==> config.mk <==
export PLATFORM = sky130hd
export DESIGN_NAME = ovr_bpred
export DESIGN_NICKNAME = d
export VERILOG_FILES = /design/src/rtl/ovr_bpred_pkg.sv /design/src/rtl/ovr_bpred_table.sv /design/src/rtl/ovr_bpred_pipe.sv /design/src/rtl/ovr_bpred.sv
export SDC_FILE = /design/constraint.sdc
export NUM_CORES = 2
export LEC_CHECK = 0
export BUFFER_PORTS_ARGS = -buffer_cell sky130_fd_sc_hd__buf_2
export CORE_UTILIZATION = 50
export CTS_CLUSTER_SIZE = 40
export DETAILED_ROUTE_END_ITERATION = 8
export GPL_TIMING_DRIVEN = 1
export MAX_ROUTING_LAYER = met4
export PLACE_DENSITY = 0.63
export SLEW_MARGIN = 20
export SYNTH_ARGS = -nofsm -noshare
export SYNTH_HDL_FRONTEND = slang
export SYNTH_SLANG_ARGS = --single-unit
export TNS_END_PERCENT = 100
==> constraint.sdc <==
create_clock -name clk_i -period 7.7 [get_ports clk_i]
set_input_delay 0.77 -clock clk_i [delete_from_list [all_inputs] [get_ports clk_i]]
set_output_delay 0.77 -clock clk_i [all_outputs]
set_load 0.03 [all_outputs]
==> src/rtl/ovr_bpred_pkg.sv <==
package ovr_bpred_pkg;

  typedef logic [1:0] ctr2_t;

  localparam ctr2_t CTR_RESET = 2'd1;

  function automatic ctr2_t ctr_step(ctr2_t c, logic taken);
    if (taken) return (c == 2'd3) ? c : c + 2'd1;
    else       return (c == 2'd0) ? c : c - 2'd1;
  endfunction

  function automatic logic ctr_dir(ctr2_t c);
    return c[1];
  endfunction

endpackage

==> src/rtl/ovr_bpred_table.sv <==
module ovr_bpred_table
  import ovr_bpred_pkg::*;
#(
  parameter int unsigned IDX_W = 8
) (
  input  logic             clk_i,
  input  logic             rst_ni,
  input  logic [IDX_W-1:0] rd_idx_i,
  output logic             rd_dir_o,
  input  logic             wr_en_i,
  input  logic [IDX_W-1:0] wr_idx_i,
  input  logic             wr_taken_i
);
  localparam int unsigned ENTRIES = 1 << IDX_W;

  ctr2_t ctr_q [ENTRIES];

  always_ff @(posedge clk_i or negedge rst_ni) begin
    if (!rst_ni) begin
      for (int i = 0; i < ENTRIES; i++) ctr_q[i] <= CTR_RESET;
    end else if (wr_en_i) begin
      ctr_q[wr_idx_i] <= ctr_step(ctr_q[wr_idx_i], wr_taken_i);
    end
  end

  assign rd_dir_o = ctr_dir(ctr_q[rd_idx_i]);

endmodule

==> src/rtl/ovr_bpred_pipe.sv <==
module ovr_bpred_pipe #(
  parameter int unsigned DEPTH = 3,
  parameter int unsigned W     = 8
) (
  input  logic         clk_i,
  input  logic         rst_ni,
  input  logic         flush_i,
  input  logic         in_valid_i,
  input  logic [W-1:0] in_data_i,
  output logic         out_valid_o,
  output logic [W-1:0] out_data_o
);
  logic         vld_q [DEPTH];
  logic [W-1:0] dat_q [DEPTH];

  for (genvar g = 0; g < DEPTH; g++) begin : g_stage
    logic         vld_d;
    logic [W-1:0] dat_d;
    if (g == 0) begin : g_head
      assign vld_d = in_valid_i;
      assign dat_d = in_data_i;
    end else begin : g_body
      assign vld_d = vld_q[g-1];
      assign dat_d = dat_q[g-1];
    end

    always_ff @(posedge clk_i or negedge rst_ni) begin
      if (!rst_ni) begin
        vld_q[g] <= 1'b0;
        dat_q[g] <= '0;
      end else begin
        vld_q[g] <= vld_d & ~flush_i;
        dat_q[g] <= dat_d;
      end
    end
  end

  assign out_valid_o = vld_q[DEPTH-1];
  assign out_data_o  = dat_q[DEPTH-1];

endmodule

==> src/rtl/ovr_bpred.sv <==
module ovr_bpred
  import ovr_bpred_pkg::*;
#(
  parameter int unsigned PC_W       = 32,
  parameter int unsigned TAG_W      = 6,
  parameter int unsigned FAST_IDX_W = 8,
  parameter int unsigned HIST_W     = 8,
  parameter int unsigned SLOW_LAT   = 3,
  parameter int unsigned CNT_W      = 16
) (
  input  logic             clk_i,
  input  logic             rst_ni,
  input  logic             lookup_valid_i,
  input  logic [PC_W-1:0]  lookup_pc_i,
  input  logic [TAG_W-1:0] lookup_tag_i,
  output logic             fast_dir_o,
  input  logic             flush_i,
  output logic             override_valid_o,
  output logic [TAG_W-1:0] override_tag_o,
  output logic             override_dir_o,
  input  logic             update_valid_i,
  input  logic [PC_W-1:0]  update_pc_i,
  input  logic             update_taken_i,
  output logic [CNT_W-1:0] disagree_cnt_o
);
  localparam int unsigned PAY_W = TAG_W + 2;

  logic [HIST_W-1:0] ghr_q;
  logic              slow_dir;
  logic              out_vld;
  logic [PAY_W-1:0]  out_pay;
  logic              out_fast, out_slow;
  logic [TAG_W-1:0]  out_tag;
  logic [CNT_W-1:0]  cnt_q;

  ovr_bpred_table #(.IDX_W(FAST_IDX_W)) u_fast (
    .clk_i      (clk_i),
    .rst_ni     (rst_ni),
    .rd_idx_i   (lookup_pc_i[FAST_IDX_W+1:2]),
    .rd_dir_o   (fast_dir_o),
    .wr_en_i    (update_valid_i),
    .wr_idx_i   (update_pc_i[FAST_IDX_W+1:2]),
    .wr_taken_i (update_taken_i)
  );

  // slow array is read at lookup; its answer is held back SLOW_LAT cycles
  ovr_bpred_table #(.IDX_W(HIST_W)) u_slow (
    .clk_i      (clk_i),
    .rst_ni     (rst_ni),
    .rd_idx_i   (lookup_pc_i[HIST_W+1:2] ^ ghr_q),
    .rd_dir_o   (slow_dir),
    .wr_en_i    (update_valid_i),
    .wr_idx_i   (update_pc_i[HIST_W+1:2] ^ ghr_q),
    .wr_taken_i (update_taken_i)
  );

  always_ff @(posedge clk_i or negedge rst_ni) begin
    if (!rst_ni)             ghr_q <= '0;
    else if (update_valid_i) ghr_q <= {ghr_q[HIST_W-2:0], update_taken_i};
  end

  ovr_bpred_pipe #(.DEPTH(SLOW_LAT), .W(PAY_W)) u_pipe (
    .clk_i       (clk_i),
    .rst_ni      (rst_ni),
    .flush_i     (flush_i),
    .in_valid_i  (lookup_valid_i),
    .in_data_i   ({lookup_tag_i, fast_dir_o, slow_dir}),
    .out_valid_o (out_vld),
    .out_data_o  (out_pay)
  );

  assign {out_tag, out_fast, out_slow} = out_pay;

  assign override_valid_o = out_vld & (out_fast ^ out_slow);
  assign override_tag_o   = out_tag;
  assign override_dir_o   = out_slow;

  always_ff @(posedge clk_i or negedge rst_ni) begin
    if (!rst_ni)               cnt_q <= '0;
    else if (override_valid_o) cnt_q <= cnt_q + 1'b1;
  end

  assign disagree_cnt_o = cnt_q;

endmodule

==> results by group <==
Route
  – Post-route ant nets: 0
  – Detailed Route Iter0 Violations: 3730
  – Highest metal used: met4
  – First-pass DRT Iterations: 6
  – Metal-1 WL: 63.6 mm
  – Vias per cell: 6.08
  – WL met3: 10.0 mm
  – Met2 Routed Length: 73.8 mm
  – Wire per inst: 23.3 um
  – Residual DRC count: 0
  – DRT Wirelength: 153 mm
  – Vias: 40000

GRT
  – Remaining Overflow, GRT: 0
  – First-pass GRT wire length: 242 mm
  – Largest net degree at the start of global routing: 182
  – Total global-route track usage: 29.3%
  – Initial antenna violation count: 6
  – Vias in the first global route: 40000

Synthesis
  – Cells after synthesis: 5145
  – Flops & latches, synth: 1075
  – Largest area contributor in the netlist: dfrtp_1
  – Synth warnings: 0
  – Mapped Area: 54400 um^2
  – Asr flop ratio synth: 100%
  – Post-synth EDFFs: 0
  – Yosys top cell area share: 25.9%
  – Distinct cells, synth: 55
  – Largest cells by area after synthesis: dfrtp_1 (26%), dfstp_2 (25%), mux4_2 (19%)
  – Seq/Total Area, Yosys: 50.7%
  – Synthesized net count: 5222
  – Top_reg_cell synth: dfrtp_1
  – Avg Synthesized Cell Area: 10.6 um^2

Floorplanning
  – Die height: 332 um
  – Initial Utilization: 50.6%
  – Total I/O pin count: 101
  – Die W: 332 um
  – Rows: 120
  – Core area: 107000 um^2
  – Full die area: 110000 um^2

Worst setup path
  – WS Path Type: primary input to flop
  – Crit. End Element: flop
  – Req. time, crit path: 8.31 ns
  – CP cell instances: buf_2 -> xor2_1 -> nor2_1 -> nand2_1 -> a41oi_1 -> nor4_1 -> buf_4 -> nand3_4 -> buf_4 -> a21o_1 -> maj3_4 -> buf_4 -> o21ai_0
  – Arrival @ worst endpoint: 5.80 ns
  – Most frequent CP cell: buf_4
  – Slowest CP cell: nor2_1
  – Crit path largest cell delay: 0.79 ns
  – Crit path max fanout: 58
  – Startpoint Class: primary input

Clocking
  – Clock insertion delay at the later pin of the skew report: 0.71 ns
  – Clk slew on worst S/H paths: 0.06 ns
  – Post-CTS setup-driven buffer insertion count: 0
  – Clk sinks: 1075
  – Post_cts resized: 0
  – Maximum clock path buffer count: 3
  – H-tree levels: 3
  – Root buffer cell: clkbuf_16
  – CTS Hold Bufs: 0
  – CTS Buf Count: 117
  – CTS tree: yes

Cells and area
  – Share of layout cells above drive strength 1: 26.8%
  – Layout Cells excl Fill: 6576
  – FF/Latch Area: 27500 um^2
  – Syn-to-layout area delta: 10.3%
  – Most frequent cells in the layout: nand2_1 (1705), dfrtp_1 (563), o21ai_1 (521)
  – Final nets: 5144
  – Fillers: 9096
  – Commonest non-fill, non-tap cell in the layout: nand2_1
  – Multi-input gate area: 25300 um^2

Pwr
  – Psw: 0.00541 W
  – Flop pwr share: 42.6%
  – Cell Pwr Density: 283 nW/um^2
  – Clock power share: 34.5%
  – Logic gate share of total power: 22.9%
  – Internal power: 0.0116 W
  – VDD IR max: 0.293 mV
  – Switch share: 31.8%
  – Lkg Pwr: 22.2 nW
  – Pwr Total: 0.0170 W

STA
  – Final Max Tran Viols: 0
  – Period Utilization, post-route: 67.3%
  – Fin Clk Skew: 0.0269 ns
  – Hold WS: 0.0598 ns
  – Final Critical Period: 5.18 ns
  – Slew headroom: 25.7%
  – Final worst setup slack: 2.52 ns
  – Setup-failing EPs final: 0
  – RSZ-0062 raised after global routing: no
  – Fin. Hold Viols: 0
  – Setup TNS: 0 ns
  – Actual slew at the worst max-slew pin: 1.11 ns
  – Fmax: 0.193 GHz

Hold path
  – Hold WC Path Type: primary input to async pin

Place
  – Pre-CTS setup slack: 2.03 ns
  – # port buffers: 52
  – HPWL after DPL: 92.7 mm
  – DP Cell Count: 6351
  – RePlAce Congestion: 0.907

Run
  – Max-cap violations: 0

Status
  – Outcome: complete, no violations
## metrics by stage
stage | utilization (%) | instance area (um^2)
finish | 55.8 | 59900
global route | 55.8 | 59900
CTS | 55.8 | 59900
detailed placement | 52.1 | 55900
global placement | 52.1 | 55900
floorplan | - | 54400
## worst max-delay path, delay by kind of cell
| kind | cells | cell delay (ns) |
|---|---|---|
| XOR/XNOR | 1 | 0.21 |
| buffers and inverters | 4 | 1.66 |
| adder cells (fa/ha/maj) | 1 | 0.62 |
| AO/OA/AOI/OAI | 3 | 0.80 |
| AND/OR/NAND/NOR | 4 | 1.67 |
## logic make-up (layout without fill, tap and decap cells)
logic type,after synthesis,count (layout),share of synthesized area [%]
mux,478,478,19.1
buf+inv,356,377,3.38
xor+xnor,40,40,0.693
flops,1075,1075,50.7
simple gates,1981,1981,14.0
fa+ha+maj,4,4,0.0829
other cells,0,7,0
compound gates,1211,1211,12.0
## synth_stat cells, types with 14 or more instances
cell type and count:
mux4_2 448, nand3_1 21, a22oi_1 14, nand2_1 1706, o21ai_1 521, o21ai_0 394
a31oi_1 114, clkbuf_1 163, xnor2_1 20, buf_2 102, dfrtp_1 563, dfstp_2 512
xor2_1 18, o22ai_1 120, mux2i_1 21, nor2_1 193, buf_6 35, buf_1 24
nor3_1 15, buf_4 27, a41oi_1 20
## area by class of cell
class / instances / area share (%)
antenna: 7 / 0.0292
clock inverter: 58 / 1.13
sequential: 1075 / 46.0
multi-input combinational: 3714 / 42.2
clock buffer: 160 / 5.54
tap: 1403 / 2.93
timing repair buffer: 155 / 2.15
inverter: 4 / 0.0271
## worst paths after layout
check | start | end | slack, ns | cells after the start
min in group clk_i | lookup_tag_i[4] | u_pipe.g_stage[1].dat_d[6]$_DFF_PN0_ | 0.18 | 1
min reg2reg | u_pipe.g_stage[1].dat_d[6]$_DFF_PN0_ | u_pipe.g_stage[2].dat_d[6]$_DFF_PN0_ | 0.34 | 0
max in group asynchronous | rst_ni | u_fast.ctr_q[395]$_DFFE_PN0P_ | 6.03 | 2
max | update_pc_i[6] | u_slow.ctr_q[468]$_DFFE_PN1P_ | 2.52 | 13
min | rst_ni | u_slow.ctr_q[403]$_DFFE_PN0P_ | 0.06 | 1
max reg2reg | ghr_q[4]$_DFFE_PN0P_ | u_slow.ctr_q[468]$_DFFE_PN1P_ | 2.58 | 12
## sequential cells by signal (all words and copies together), names as in the netlist
register and cells:
disagree_cnt_o 16, ghr_q 8, u_fast.ctr_q 512, u_pipe.g_stage.dat_d 16, u_pipe.g_stage.vld_d 2, u_pipe.out_data_o 8
u_pipe.out_valid_o 1, u_slow.ctr_q 512
## power groups by stage
stage / clock network [W] / registers (W) / logic, W
after floorplan: 0 / 0.00715 / 0.00278
after global placement: 0 / 0.00726 / 0.00381
after detailed placement: 0 / 0.00730 / 0.00387
after CTS: 0.00596 / 0.00722 / 0.00387
after global routing: 0.00617 / 0.00733 / 0.00420
final: 0.00585 / 0.00723 / 0.00389
## routing by layer
layer	up-vias	GRT usage (%)
li1	18300	-
met1	20000	39.1
met2	1271	45.6
met3	335	4.45
met4	0	10.6
met5	-	-
(Power assumes the default switching activity.)
